--- src/rtl/hwk_pkg.sv ---
package hwk_pkg;
  localparam int NSRC = 8;
  localparam int NPIN = 4;

  localparam int IDX_DIV0 = 0;
  localparam int IDX_TMR0 = 1;
  localparam int IDX_PORT = 2;
  localparam int IDX_DIV1 = 4;
  localparam int IDX_TMR1 = 7;

  typedef logic [NSRC-1:0] src_vec_t;

  // positions that carry a real source; the rest are reserved
  localparam src_vec_t IMPL_MASK = src_vec_t'((1 << IDX_DIV0) | (1 << IDX_TMR0) |
                                              (1 << IDX_PORT) | (1 << IDX_DIV1) |
                                              (1 << IDX_TMR1));

  function automatic src_vec_t pack_sources(input logic div0, input logic tmr0,
                                            input logic port, input logic div1,
                                            input logic tmr1);
    src_vec_t v;
    v = '0;
    v[IDX_DIV0] = div0;
    v[IDX_TMR0] = tmr0;
    v[IDX_PORT] = port;
    v[IDX_DIV1] = div1;
    v[IDX_TMR1] = tmr1;
    return v;
  endfunction

  // bits written as 0 by an active strobe request a clear
  function automatic src_vec_t zero_write_mask(input logic we, input src_vec_t wdata);
    return we ? ~wdata : '0;
  endfunction

  // set has priority over clear on the same bit
  function automatic src_vec_t next_cause(input src_vec_t cur, input src_vec_t set_v,
                                          input src_vec_t clr_v);
    return ((cur & ~clr_v) | set_v) & IMPL_MASK;
  endfunction
endpackage

--- src/rtl/hwk_pin_watch.sv ---
module hwk_pin_watch #(
  parameter int NPIN        = 4,
  parameter int SYNC_STAGES = 2
) (
  input  logic            clk,
  input  logic            rst_n,
  input  logic [NPIN-1:0] pins,
  input  logic [NPIN-1:0] pin_en,
  output logic            pin_evt
);
  logic [NPIN-1:0] stg [SYNC_STAGES];
  logic [NPIN-1:0] prev_q;
  logic [NPIN-1:0] synced;
  logic [NPIN-1:0] diff_raw;

  generate
    for (genvar s = 0; s < SYNC_STAGES; s++) begin : g_sync
      if (s == 0) begin : g_first
        always_ff @(posedge clk or negedge rst_n) begin
          if (!rst_n) stg[s] <= '0;
          else        stg[s] <= pins;
        end
      end else begin : g_rest
        always_ff @(posedge clk or negedge rst_n) begin
          if (!rst_n) stg[s] <= '0;
          else        stg[s] <= stg[s-1];
        end
      end
    end
  endgenerate

  assign synced = stg[SYNC_STAGES-1];

  always_ff @(posedge clk or negedge rst_n) begin
    if (!rst_n) prev_q <= '0;
    else        prev_q <= synced;
  end

  assign diff_raw = synced ^ prev_q;
  assign pin_evt  = |(diff_raw & pin_en);


  pin_evt_gated_chk: assert property (@(posedge clk) disable iff (!rst_n)
    pin_evt |-> (pin_en != '0));


  prev_tracks_chk: assert property (@(posedge clk) disable iff (!rst_n)
    (diff_raw != '0) |=> (prev_q == $past(synced)));
endmodule

--- src/rtl/hwk_cause_reg.sv ---
module hwk_cause_reg
  import hwk_pkg::*;
(
  input  logic     clk,
  input  logic     rst_n,
  input  src_vec_t set_vec,
  input  src_vec_t clr_vec,
  output src_vec_t cause_q
);
  always_ff @(posedge clk or negedge rst_n) begin
    if (!rst_n) cause_q <= '0;
    else        cause_q <= next_cause(cause_q, set_vec, clr_vec);
  end


  cause_set_chk: assert property (@(posedge clk) disable iff (!rst_n)
    (set_vec != '0) |=> ((cause_q & $past(set_vec)) == $past(set_vec)));


  cause_clr_chk: assert property (@(posedge clk) disable iff (!rst_n)
    ((clr_vec & ~set_vec) != '0) |=> ((cause_q & $past(clr_vec & ~set_vec)) == '0));


  cause_hold_chk: assert property (@(posedge clk) disable iff (!rst_n)
    ((set_vec == '0) && (clr_vec == '0)) |=> $stable(cause_q));
endmodule

--- src/rtl/hwk_hold_ctrl.sv ---
module hwk_hold_ctrl (
  input  logic clk,
  input  logic rst_n,
  input  logic hold_req,
  input  logic wake_any,
  output logic in_hold
);
  logic hold_accept;

  assign hold_accept = hold_req && !wake_any && !in_hold;

  always_ff @(posedge clk or negedge rst_n) begin
    if (!rst_n)        in_hold <= 1'b0;
    else if (wake_any) in_hold <= 1'b0;
    else if (hold_accept) in_hold <= 1'b1;
  end


  hold_entry_chk: assert property (@(posedge clk) disable iff (!rst_n)
    (hold_req && !wake_any) |=> in_hold);


  hold_block_chk: assert property (@(posedge clk) disable iff (!rst_n)
    (wake_any && !in_hold) |=> !in_hold);


  hold_exit_chk: assert property (@(posedge clk) disable iff (!rst_n)
    (in_hold && wake_any) |=> !in_hold);
endmodule

--- src/rtl/hold_wake_ctrl.sv ---
module hold_wake_ctrl
  import hwk_pkg::*;
(
  input  logic       clk,
  input  logic       rst_n,
  input  logic       wake_en_we,
  input  logic [7:0] wake_en_wdata,
  input  logic       pin_en_we,
  input  logic [3:0] pin_en_wdata,
  input  logic       evt_en_we,
  input  logic [7:0] evt_en_wdata,
  input  logic       div0_ovf,
  input  logic       tmr0_unf,
  input  logic       div1_ovf,
  input  logic       tmr1_unf,
  input  logic [3:0] port_pins,
  input  logic       hold_req,
  output logic [3:0] cause_lo,
  output logic [3:0] cause_hi,
  output logic       port_irq,
  output logic       in_hold
);
  localparam int HALF = NSRC / 2;

  src_vec_t        wake_en_q;
  logic [NPIN-1:0] pin_en_q;
  src_vec_t        src_pulse;
  src_vec_t        set_vec;
  src_vec_t        clr_vec;
  src_vec_t        cause_q;
  logic            port_evt;
  logic            wake_any;

  always_ff @(posedge clk or negedge rst_n) begin
    if (!rst_n) begin
      wake_en_q <= '0;
      pin_en_q  <= '0;
    end else begin
      if (wake_en_we) wake_en_q <= wake_en_wdata & IMPL_MASK;
      if (pin_en_we)  pin_en_q  <= pin_en_wdata;
    end
  end

  hwk_pin_watch #(.NPIN(NPIN), .SYNC_STAGES(2)) u_pins (
    .clk    (clk),
    .rst_n  (rst_n),
    .pins   (port_pins),
    .pin_en (pin_en_q),
    .pin_evt(port_evt)
  );

  assign src_pulse = pack_sources(div0_ovf, tmr0_unf, port_evt, div1_ovf, tmr1_unf);
  assign set_vec   = src_pulse & wake_en_q;
  assign clr_vec   = zero_write_mask(wake_en_we, wake_en_wdata) |
                     zero_write_mask(evt_en_we, evt_en_wdata);

  hwk_cause_reg u_cause (
    .clk    (clk),
    .rst_n  (rst_n),
    .set_vec(set_vec),
    .clr_vec(clr_vec),
    .cause_q(cause_q)
  );

  assign wake_any = |cause_q;

  hwk_hold_ctrl u_hold (
    .clk     (clk),
    .rst_n   (rst_n),
    .hold_req(hold_req),
    .wake_any(wake_any),
    .in_hold (in_hold)
  );

  assign cause_lo = cause_q[HALF-1:0];
  assign cause_hi = cause_q[NSRC-1:HALF];
  assign port_irq = port_evt;


  rsvd_zero_chk: assert property (@(posedge clk) disable iff (!rst_n)
    ({cause_hi, cause_lo} & ~IMPL_MASK) == '0);


  disarmed_quiet_chk: assert property (@(posedge clk) disable iff (!rst_n)
    (!wake_en_q[IDX_TMR1] && !evt_en_we && !wake_en_we) |=> ($past(cause_q[IDX_TMR1]) == cause_q[IDX_TMR1]));
endmodule

--- config.mk ---
export PLATFORM = sky130hd
export DESIGN_NAME = hold_wake_ctrl
export DESIGN_NICKNAME = d
export VERILOG_FILES = /design/src/rtl/hwk_pkg.sv /design/src/rtl/hwk_pin_watch.sv /design/src/rtl/hwk_cause_reg.sv /design/src/rtl/hwk_hold_ctrl.sv /design/src/rtl/hold_wake_ctrl.sv
export SDC_FILE = /design/constraint.sdc
export NUM_CORES = 1
export LEC_CHECK = 0
export ABC_AREA = 1
export BUFFER_PORTS_ARGS = -buffer_cell sky130_fd_sc_hd__buf_4
export CELL_PAD_IN_SITES_DETAIL_PLACEMENT = 1
export CELL_PAD_IN_SITES_GLOBAL_PLACEMENT = 1
export CORE_MARGIN = 2
export CORE_UTILIZATION = 36
export CTS_CLUSTER_DIAMETER = 40
export DETAILED_ROUTE_END_ITERATION = 10
export PLACE_DENSITY_LB_ADDON = 0.1
export SLEW_MARGIN = 20
export SYNTH_ARGS = -nofsm -noshare
export SYNTH_HDL_FRONTEND = slang
export SYNTH_SLANG_ARGS = --single-unit
--- constraint.sdc ---
create_clock -name clk -period 2.1 [get_ports clk]
set_clock_uncertainty 0.2 [all_clocks]
set_input_delay 0.105 -clock clk [delete_from_list [all_inputs] [get_ports clk]]
set_output_delay 0.105 -clock clk [all_outputs]
set_load 0.005 [all_outputs]
# Yosys cells after proc, flatten, opt, wreduce, memory -nomap -nowiden
# Cells that the tools add are included.
# totals
output_inout_bits	10
wordCells	27
in_bits	34
register_bits	27
# classes
n_bitwise	9
n_mux	4
n_reduce_logical	7
# ops
cell	count
inverter 8 bit	3
bitwise AND 8 bit	2
2-to-1 mux 8 bit	2
bitwise OR 8 bit	2
OR reduction 5 bit	1
bitwise AND 4 bit	1
OR reduction 4 bit	1
XOR 4 bit	1
logical AND 1 bit	2
zero test 1 bit	2
2-to-1 mux 1 bit	2
nonzero test 2 bit	1

# Longest topological paths before layout
# Gate-level depths: netlist of run 1.
# depth
ltp_word	6
mapped_depth	7
mapped_depth_nobuf	7

# Hierarchy
# A second synthesis of run 1 with hierarchy kept.
# unflattened
cells_unflattened	139
area_unflattened_um2	1173.6
# by_module_without_submodules
module	area_per_inst_um2	seq_area_each_um2	cells_per_inst	n_inst
hold_wake_ctrl	529.3	225.2	73	1
hwk_pin_watch	385.4	300.3	34	1
hwk_cause_reg	226.5	125.1	29	1
hwk_hold_ctrl	32.5	25.0	3	1

# Least setup slack after synthesis of run 1
# OpenSTA, ideal clock, no wires.
# synth_path
path_type	register -> register
startpoint	register u_pins.prev_q[3]
endpoint	register u_cause.cause_q[2]
stages_incl_launch_ff	7
arrival_ns	0.748
n_path_buf	0
t_required_ns	1.778
path_slack_ns	1.030
period_less_slack_ns	1.070
setup_time_ns	0.122
path_cell_list	dfrtp_1 > nor2_1 > nor2_1 > nor2_1 > nand2_1 > nand2_1 > nand2_1
# synth_via
elab_chain_len	5
# synth_lines
item	line_no	text
from (decl)	hwk_pin_watch.sv:12	logic [NPIN-1:0] prev_q;
from (signal assigned)	hwk_pin_watch.sv:36	else prev_q <= synced;
XOR 4 bit	hwk_pin_watch.sv:39	assign diff_raw = synced ^ prev_q;
bitwise AND 4 bit	hwk_pin_watch.sv:40	assign pin_evt = |(diff_raw & pin_en);
OR reduction 4 bit	hwk_pin_watch.sv:40	
named net port_irq	hold_wake_ctrl.sv:20	output logic port_irq,
bitwise AND 8 bit	hold_wake_ctrl.sv:53	assign set_vec = src_pulse & wake_en_q;
bitwise OR 8 bit	hwk_pkg.sv:39	return ((cur & ~clr_v) | set_v) & IMPL_MASK;
to (signal assigned)	hwk_cause_reg.sv:12	else cause_q <= next_cause(cause_q, set_vec, clr_vec);
to (decl)	hwk_cause_reg.sv:8	output src_vec_t cause_q
# The timed path passes the listed nets, and every way through them passes these cells.
# A chain may end at the register's enable or synchronous reset.

==> metrics.txt, run 1 <==
outcome=completed; row count=18; vias in the first global route=1026; Synth-to-Final Area Change=69.4%; Vias per Instance=4.64; TritonCTS clock tree=done; combinational power share=21.4%; syn_area_per_cell=10.9 um2; clock transition at the registers of the reported paths=0.14 ns; power per cell area=623 nW/um2; worst-case reg-to-reg path depth=3; post-CTS setup-driven buffer insertion count=0; post-synthesis register bit count=27; Core Region=2520 um2; DR iter-0 viols=14; sequential share of power=57.3%; nets=198; CP max stage delay=0.58 ns; fmax=0.485 GHz; Root Buffer=clkbuf_4; Worst EP arrival=2.08 ns; Internal=776 uW; post-cts gate resize count=0; setup violators final=0; n_diodes=0; Num Clock Sinks=27; beginning of the critical path=wake_en_wdata[4]; RR Startpoint=u_cause.cause_q[4]; switch share=24.4%; Mapped Cells=89; Die X-Extent=56 um; RSZ-0062 raised after global routing=false; Critical Path RT=2.12 ns; Buf/Inv on CP=4; grt total ovfl=0; # port buffers=34; worst hold path class=in2async; crit path launch type=input pin; DR vias=896; first-pass GRT wire length=4.72 mm; Tot GR Track Use=19.6%; max-slew violation count=0; cell leakage power=0.808 nW; reg2reg end=u_cause.cause_q[4]; initial antenna violation count=0; GPL Wtd Cong=0.664; Final WS setup=0.0399 ns; Wirelength per Cell=13.4 um; reg-to-reg slack, setup=0.57 ns; fin crit period=2.06 ns; die span in y=56 um; die area=3140 um2; NetSw=251 uW; Final Hold Fails=0; part of the power in the clock network=21.2%; antenna violation net count after detailed routing=0; io pins=44; layout cell share with drive strength beyond 1=26.4%; H-tree Lvls=1; Synthesis Warnings=0; final WL=2.58 mm; Peak VDD IR=0.582 mV; Synth cell types=11; CTS buffer count=3; CP max FO=2; CP Capture Type=flop; Place WS=0.918 ns; Starting Density=38.6%; DRC Markers=0; critical path's slowest cell=dlygate4sd3_1; hpwl dp=1.58 mm; CP Cell Sequence=dlygate4sd3_1 -> buf_4 -> nor2_1 -> dlygate4sd3_1 -> nor2_1 -> dlygate4sd3_1; Setup CP Type=in2reg; Seq/Total Area, Yosys=69.4%; synthesized area=973 um2; clk buf depth=2; Top cell by count, worst path=dlygate4sd3_1; largest net degree at the start of global routing=28; fillers=281; Clock Latency Late Sink=0.32 ns; drt first pass iters=3; Period Utilization, post-route=98.1%; CP delay by family, top=buffers and inverters; number of max-cap violations=0; Setup TNS=0 ns
[synthesized netlist by cell type (all sizes together)]
library cell	count	share of area [%]
buf	3	2.3
conb	1	0.39
dfrtp	27	69
inv	2	0.77
mux2	4	4.6
nand2	26	10
nor2	17	6.6
nor4	1	0.64
o21ai	5	2.6
o221ai	3	2.7
[power by group through the flow]
| stage | Combinational [mW] | Clock, mW | Sequential [mW] |
|---|---|---|---|
| 3_3_place_gp | 0.137 | 0 | 0.597 |
| 3_5_place_dp | 0.142 | 0 | 0.599 |
| 2_1_floorplan | 0.0538 | 0 | 0.594 |
| 4_1_cts | 0.219 | 0.234 | 0.589 |
| 6_report | 0.220 | 0.218 | 0.589 |
| 5_1_grt | 0.245 | 0.253 | 0.596 |
[how the worst max path moves through the flow]
stage                         end  slack, ns  cells after the start
6_report             wake_en_q[4]       0.04                      6
5_1_grt              wake_en_q[4]      0.009                      6
4_1_cts              wake_en_q[4]       0.13                      6
3_5_place_dp             port_irq       0.92                      5
3_3_place_gp             port_irq       0.95                      5
2_1_floorplan  u_cause.cause_q[2]       1.03                      6
[metrics by stage]
stage	instances	utilization [%]	hold slack, ns	power [mW]	area (um2)
floorplan	91	-	-0.391	0.648	981
global placement	152	49.6	-0.165	0.734	1250
detailed placement	152	49.6	-0.164	0.742	1250
CTS	194	65.8	0.00810	1.04	1660
global route	193	65.4	0.0333	1.09	1650
finish	193	65.4	0.00974	1.03	1650
[layout make-up]
| cell class | instances | area, um2 | area share, % |
|---|---|---|---|
| timing repair buffer | 71 | 626 | 37.9 |
| tap | 30 | 37.5 | 2.28 |
| inverter | 2 | 7.51 | 0.455 |
| clock buffer | 3 | 22.5 | 1.37 |
| clock inverter | 1 | 5.00 | 0.303 |
| multi-input combinational | 59 | 275 | 16.7 |
| sequential | 27 | 676 | 41.0 |
[layout by cell type (no fill, tap or decap)]
cell type	synthesis	routed
mux2_2	4	4
o221ai_1	3	3
inv_2	1	1
clkbuf_4	0	3
inv_1	1	1
buf_4	3	34
conb_1	1	3
dlygate4sd3_1	0	37
nand2_1	26	26
clkinv_2	0	1
dfrtp_1	27	27
nor4_1	1	1
nor2_1	17	17
o21ai_0	5	5
[per-layer routing]
layer	wire [um]	GRT usage, %
met4	24	4.08
met3	125	5.12
met1	1050	23.3
met5	0	0
met2	1390	35.3
[cell families after synthesis]
group	count (synthesis)	share of synthesized area [%]
AO/OA/AOI/OAI	8	5.27
buffers and inverters	5	3.08
flip-flops	27	69.4
multiplexers	4	4.63
other	1	0.385
AND/OR/NAND/NOR	44	17.2
[flip-flops by register name, indices dropped and copies added (netlist names)]
| name | cells |
|---|---|
| u_hold.in_hold | 1 |
| pin_en_q | 4 |
| u_pins.prev_q | 4 |
| wake_en_q | 5 |
| u_pins.synced | 4 |
| u_pins.stg | 4 |
| u_cause.cause_q | 5 |
[repair_timing]
action	in CTS	in global routing
setup endpoints to repair	0	1
hold buffers	38	0
endpoints found under the hold margin	46	0
Note: power is estimated with default switching activity, not from simulation.
==> run 2: changes to the inputs <==
--- a/config.mk
+++ b/config.mk
@@ -14,6 +14,7 @@
 export CTS_CLUSTER_DIAMETER = 40
 export DETAILED_ROUTE_END_ITERATION = 10
 export PLACE_DENSITY_LB_ADDON = 0.1
+export RECOVER_POWER = 50
 export SLEW_MARGIN = 20
 export SYNTH_ARGS = -nofsm -noshare
 export SYNTH_HDL_FRONTEND = slang
==> run 2 against run 1 <==
First-iteration DRC count fell by 50%. Hold slack better by 0.16 ns. Clock power is essentially flat. Non-clock buffer count is the same. Sequential share of layout area increased by 0.093 points. Final cell count stayed put. Final area down 0.23%. Die area is the same. Critical path depth is the same. Critical path type unchanged. Critical endpoint unchanged.
==> metrics.txt, run 2 (synthesized netlist as in run 1, its figures left out) <==
final non-filler cell total=193 (unchanged); die span in y=56 um (unchanged); Placed Cells=152 (unchanged); hold_ws=0.168 ns (+0.158 ns); Final WS setup=0.0419 ns (+0.00200 ns); Setup CP Type=in2reg; combinational power share=21.3% (about the same); drt first pass iters=3 (unchanged); Starting Density=38.6% (unchanged); hpwl dp=1.58 mm (unchanged); CP Capture Type=flop; clk buf depth=2 (unchanged); largest net degree at the start of global routing=28 (unchanged); power per cell area=624 nW/um2 (+0.15%); Final Cell Area=1650 um2 (-0.23%); Critical Path RT=2.13 ns (about the same); RSZ-0062 raised after global routing=false; top flop regs=u_cause.cause_q x5, wake_en_q x5; Worst EP arrival=2.09 ns (about the same); layout cell share with drive strength beyond 1=25.8% (-0.61 points); Worst-Margin Slew=1.39 ns; nets=198 (unchanged); first-pass GRT wire length=4.72 mm (unchanged); most frequent cells in the layout=dlygate4sd3_1 (37), buf_4 (29), dfrtp_1 (27); Root Buffer=clkbuf_4; Core Region=2520 um2 (unchanged); multi-input logic area=275 um2 (unchanged); setup violators final=0 (unchanged); vias in the first global route=1026 (unchanged); Peak VDD IR=0.581 mV (-0.15%); reg2reg end=u_cause.cause_q[4]; Final Hold Fails=0 (unchanged); NetSw=251 uW (+0.15%); initial antenna violation count=0 (unchanged); Wirelength per Cell=13.2 um (-1.1%); fmax=0.486 GHz (about the same); # port buffers=34 (unchanged); outcome=completed; Die X-Extent=56 um (unchanged); Placement Cell Area=1250 um2 (unchanged); DRC Markers=0 (unchanged); max-slew violation count=0 (unchanged); Vias per Instance=4.63 (-0.22%); n_diodes=0 (unchanged); DR iter-0 viols=7 (-7); Reg area=676 um2 (unchanged); Clock Latency Late Sink=0.32 ns (about the same); CP max FO=2 (unchanged); switch share=24.5% (+0.056 points); final WL=2.56 mm (-1.1%); sequential share of power=57.3% (about the same); reg-to-reg slack, setup=0.58 ns (about the same); DR vias=894 (-0.22%); number of max-cap violations=0 (unchanged); worst hold path class=reg2reg; Place WS=0.918 ns (unchanged); io pins=44 (unchanged); fin crit period=2.06 ns (-0.00200 ns); Setup TNS=0 ns (unchanged); Synth-to-Final Area Change=69.0%; Critical Path End=wake_en_q[4]; crit path launch type=input pin; Design Power=1.03 mW (about the same); die area=3140 um2 (unchanged); part of the power in the clock network=21.3% (about the same); beginning of the critical path=wake_en_wdata[4]; fillers=280 (-0.36%); row count=18 (unchanged); H-tree Lvls=1 (unchanged); CTS buffer count=3 (unchanged); Internal=775 uW (-0.16%); normalized max-slew margin=7.58%; commonest non-fill, non-tap cell in the layout=dlygate4sd3_1; Tot GR Track Use=19.6% (unchanged); hold path cells=0; post-CTS setup-driven buffer insertion count=0 (unchanged); Num Clock Sinks=27 (unchanged); worst-case reg-to-reg path depth=3 (unchanged); Period Utilization, post-route=98.0% (about the same); TritonCTS clock tree=done; RR Startpoint=u_cause.cause_q[4]; clock transition at the registers of the reported paths=0.14 ns (about the same); cell leakage power=0.804 nW (-0.55%); antenna violation net count after detailed routing=0 (unchanged); Final Util=65.2% (-0.15 points); grt total ovfl=0 (unchanged); GPL Wtd Cong=0.664 (unchanged)
==> run 2: changes by cell type in the layout (fill, tap and decap cells not counted), sizes merged <==
cell | before | now
clkbuf | 3 | 8
buf | 34 | 29
==> run 2: critical path: stages <==
cell	delay [ns]
dlygate4sd3_1	0.54
buf_4	0.13
nor2_1	0.12
dlygate4sd3_1	0.58
nor2_1	0.05
dlygate4sd3_1	0.55
==> run 2: what timing repair did <==
action / 4_1_cts / 5_1_grt
setup endpoints to repair: 0 / 1
endpoints found under the hold margin: 46 / 0
resized for setup: 0 / 0
hold buffers: 38 / 0
==> run 2: layout make-up <==
class                   instances  area share [%]
well taps                      30            2.28
clock inverters                 1           0.304
repair buffers                 71            37.8
inverters                       2           0.456
flip-flops and latches         27            41.1
clock buffers                   3            1.37
multi-input cells              59            16.7
==> run 2: per-layer routing <==
layer / GRT usage, % / routed length, um / vias up
li1: - / - / 431
met1: 23.3 / 1020 / 434
met2: 35.3 / 1380 / 25
met3: 5.12 / 129 / 4
met4: 4.08 / 24 / 0
met5: 0 / 0 / -
==> run 2: worst min-delay path by stage <==
stage / start / end
floorplan: rst_n / pin_en_q[0]
global placement: rst_n / u_pins.prev_q[1]
detailed placement: rst_n / u_pins.prev_q[2]
CTS: rst_n / u_pins.stg[5]
global route: u_pins.stg[5] / u_pins.synced[1]
finish: u_pins.stg[7] / u_pins.synced[3]
==> run 2: power by group through the flow <==
stage          Sequential, mW  Clock (mW)  Combinational [mW]
6_report                0.589       0.219               0.219
5_1_grt                 0.596       0.253               0.243
4_1_cts                 0.589       0.234               0.219
3_5_place_dp            0.599           0               0.142
3_3_place_gp            0.597           0               0.137
2_1_floorplan           0.594           0              0.0538
==> run 3: changes to the inputs <==
--- a/config.mk
+++ b/config.mk
@@ -15,6 +15,7 @@
 export DETAILED_ROUTE_END_ITERATION = 10
 export PLACE_DENSITY_LB_ADDON = 0.1
 export RECOVER_POWER = 50
+export SETUP_SLACK_MARGIN = 0.15
 export SLEW_MARGIN = 20
 export SYNTH_ARGS = -nofsm -noshare
 export SYNTH_HDL_FRONTEND = slang
==> constraint.sdc (replaced) <==
create_clock -name clk -period 2.6 [get_ports clk]
set_clock_uncertainty 0.2 [all_clocks]
set_input_delay 0.13 -clock clk [delete_from_list [all_inputs] [get_ports clk]]
set_output_delay 0.13 -clock clk [all_outputs]
set_load 0.005 [all_outputs]
==> run 3 against run 2 <==
Non-clock buffer count down 1. Power shrank 20%. Final cell count fell by 0.52%. Worst setup slack improved by 0.55 ns. Sequential power fell by 19%. Sequential share of layout area rose by 0.25 points. Die area is the same. Clock power shrank 20%. Sequential cell count is the same. Global-route usage fell by 0.71 points. Utilization decreased by 0.40 points. Via count is 1.0% lower. Critical path type unchanged. Largest cell class unchanged.
==> metrics.txt, run 3 (synthesized netlist as in run 1, its figures left out) <==
outcome=completed; Worst EP arrival=2.02 ns (-0.07 ns); drt first pass iters=4 (+1); number of max-cap violations=0 (unchanged); most frequent cells in the layout=dlygate4sd3_1 (36), buf_4 (29), dfrtp_1 (27); final non-filler cell total=192 (-0.52%); Core Region=2520 um2 (unchanged); H-tree Lvls=1 (unchanged); commonest non-fill, non-tap cell in the layout=dlygate4sd3_1; nets=197 (-0.51%); Starting Density=38.6% (unchanged); # port buffers=34 (unchanged); WL met3=118 um (-8.5%); fin crit period=2.01 ns; max-slew violation count=0 (unchanged); die span in y=56 um (unchanged); Final Hold Fails=0 (unchanged); NetSw=200 uW (-20%); DR vias=885 (-1.0%); CTS buffer count=3 (unchanged); Peak VDD IR=0.444 mV (-24%); Internal=623 uW (-20%); io pins=44 (unchanged); layout cell share with drive strength beyond 1=25.9% (+0.16 points); Critical Path RT=2.61 ns (+0.48 ns); CP max FO=2 (unchanged); top flop regs=u_cause.cause_q x5, wake_en_q x5; Vias per Instance=4.61 (-0.49%); clock transition at the registers of the reported paths=0.13 ns (about the same); CP Capture Type=flop; row count=18 (unchanged); fmax=0.497 GHz; first-pass GRT wire length=4.57 mm (-3.1%); part of the power in the clock network=21.3% (about the same); combinational power share=21.0% (-0.3 points); setup violators final=0 (unchanged); met2 WL post-DR=1.35 mm (-2.6%); Setup TNS=0 ns (unchanged); DRC Markers=0 (unchanged); GPL Wtd Cong=0.664 (unchanged); clk buf depth=2 (unchanged); worst hold path class=in2reg; Num Clock Sinks=27 (unchanged); RSZ-0062 raised after global routing=false; Wirelength per Cell=12.9 um (-2.4%); Setup CP Type=in2reg; uppermost layer routed=met4; hpwl dp=1.58 mm (unchanged); switch share=24.3% (-0.15 points); Clock Latency Late Sink=0.32 ns (about the same); largest net degree at the start of global routing=28 (unchanged); power per cell area=504 nW/um2 (-19%); normalized max-slew margin=8.03% (+0.45 points); final WL=2.48 mm (-2.9%); antenna violation net count after detailed routing=0 (unchanged); cell leakage power=0.798 nW (-0.71%); Period Utilization, post-route=77.3%; Worst-Margin Slew=1.38 ns (-0.00676 ns); grt total ovfl=0 (unchanged); initial antenna violation count=0 (unchanged); Tot GR Track Use=18.9% (-0.71 points); die area=3140 um2 (unchanged); Die X-Extent=56 um (unchanged); crit path launch type=input pin; DRT met1 WL=991 um (-2.9%); sequential share of power=57.8% (+0.5 points); n_diodes=0 (unchanged); vias in the first global route=1022 (-0.39%); DR iter-0 viols=4 (-3); Design Power=824 uW (-20%); Root Buffer=clkbuf_4; Final Util=64.8% (-0.40 points); Synth-to-Final Area Change=68.0%; TritonCTS clock tree=done; Placed Cells=152 (unchanged)
[run 3: cell types whose count changed in the layout (fill, tap and decap cells not counted)]
cell,change
dlygate4sd3_1,-1
[run 3: final cells by class]
| type | instances | area [um2] |
|---|---|---|
| Tap cell | 30 | 37.5 |
| Fill cell | 281 | 887 |
| Inverter | 2 | 7.51 |
| Multi-Input combinational cell | 59 | 275 |
| Sequential cell | 27 | 676 |
| Timing Repair Buffer | 70 | 612 |
| Clock buffer | 3 | 22.5 |
| Clock inverter | 1 | 5.00 |
[run 3: worst max-delay path: stages]
cell and delay (ns):
dlygate4sd3_1 0.54, buf_4 0.14, nand2_1 0.07, dlygate4sd3_1 0.54
nand2_1 0.05, dlygate4sd3_1 0.55
[run 3: path summary, 6_finish.rpt]
check	slack, ns	endpoint	from	cells past startpoint
setup / recovery	0.59	wake_en_q[0]	wake_en_wdata[0]	6
hold / removal	0.03	u_cause.cause_q[2]	evt_en_we	4
setup reg to reg	1.07	pin_en_q[2]	pin_en_q[2]	2
hold reg to reg	0.17	u_pins.synced[3]	u_pins.stg[7]	0
max in group asynchronous	0.96	u_pins.prev_q[1]	rst_n	2
min in group asynchronous	0.43	u_pins.stg[5]	rst_n	2
[run 3: layer usage]
layer	GRT usage, %	up-vias
met5	0	-
met4	4.08	0
met3	5.12	4
met2	34.1	25
met1	22.2	429
li1	-	427
[run 3: repair_timing]
| item | 4_1_cts | 5_1_grt |
|---|---|---|
| endpoints found under the hold margin | 46 | 0 |
| buffers inserted | 0 | 0 |
| hold buffers | 36 | 0 |
| resized for setup | 0 | 0 |
[run 3: metrics by stage]
step	setup slack (ns)	hold slack (ns)	area, um2
after floorplan	1.53	-0.366	981
after global placement	1.42	-0.140	1250
after detailed placement	1.39	-0.139	1250
after CTS	0.641	0.000997	1640
after global routing	0.568	0.0248	1640
final	0.589	0.0298	1640
[run 3: power groups by stage]
stage          registers, mW  clock network, mW  logic (mW)
2_1_floorplan          0.480                  0      0.0434
3_3_place_gp           0.482                  0       0.111
3_5_place_dp           0.484                  0       0.115
4_1_cts                0.476              0.189       0.173
5_1_grt                0.481              0.204       0.192
6_report               0.476              0.175       0.173
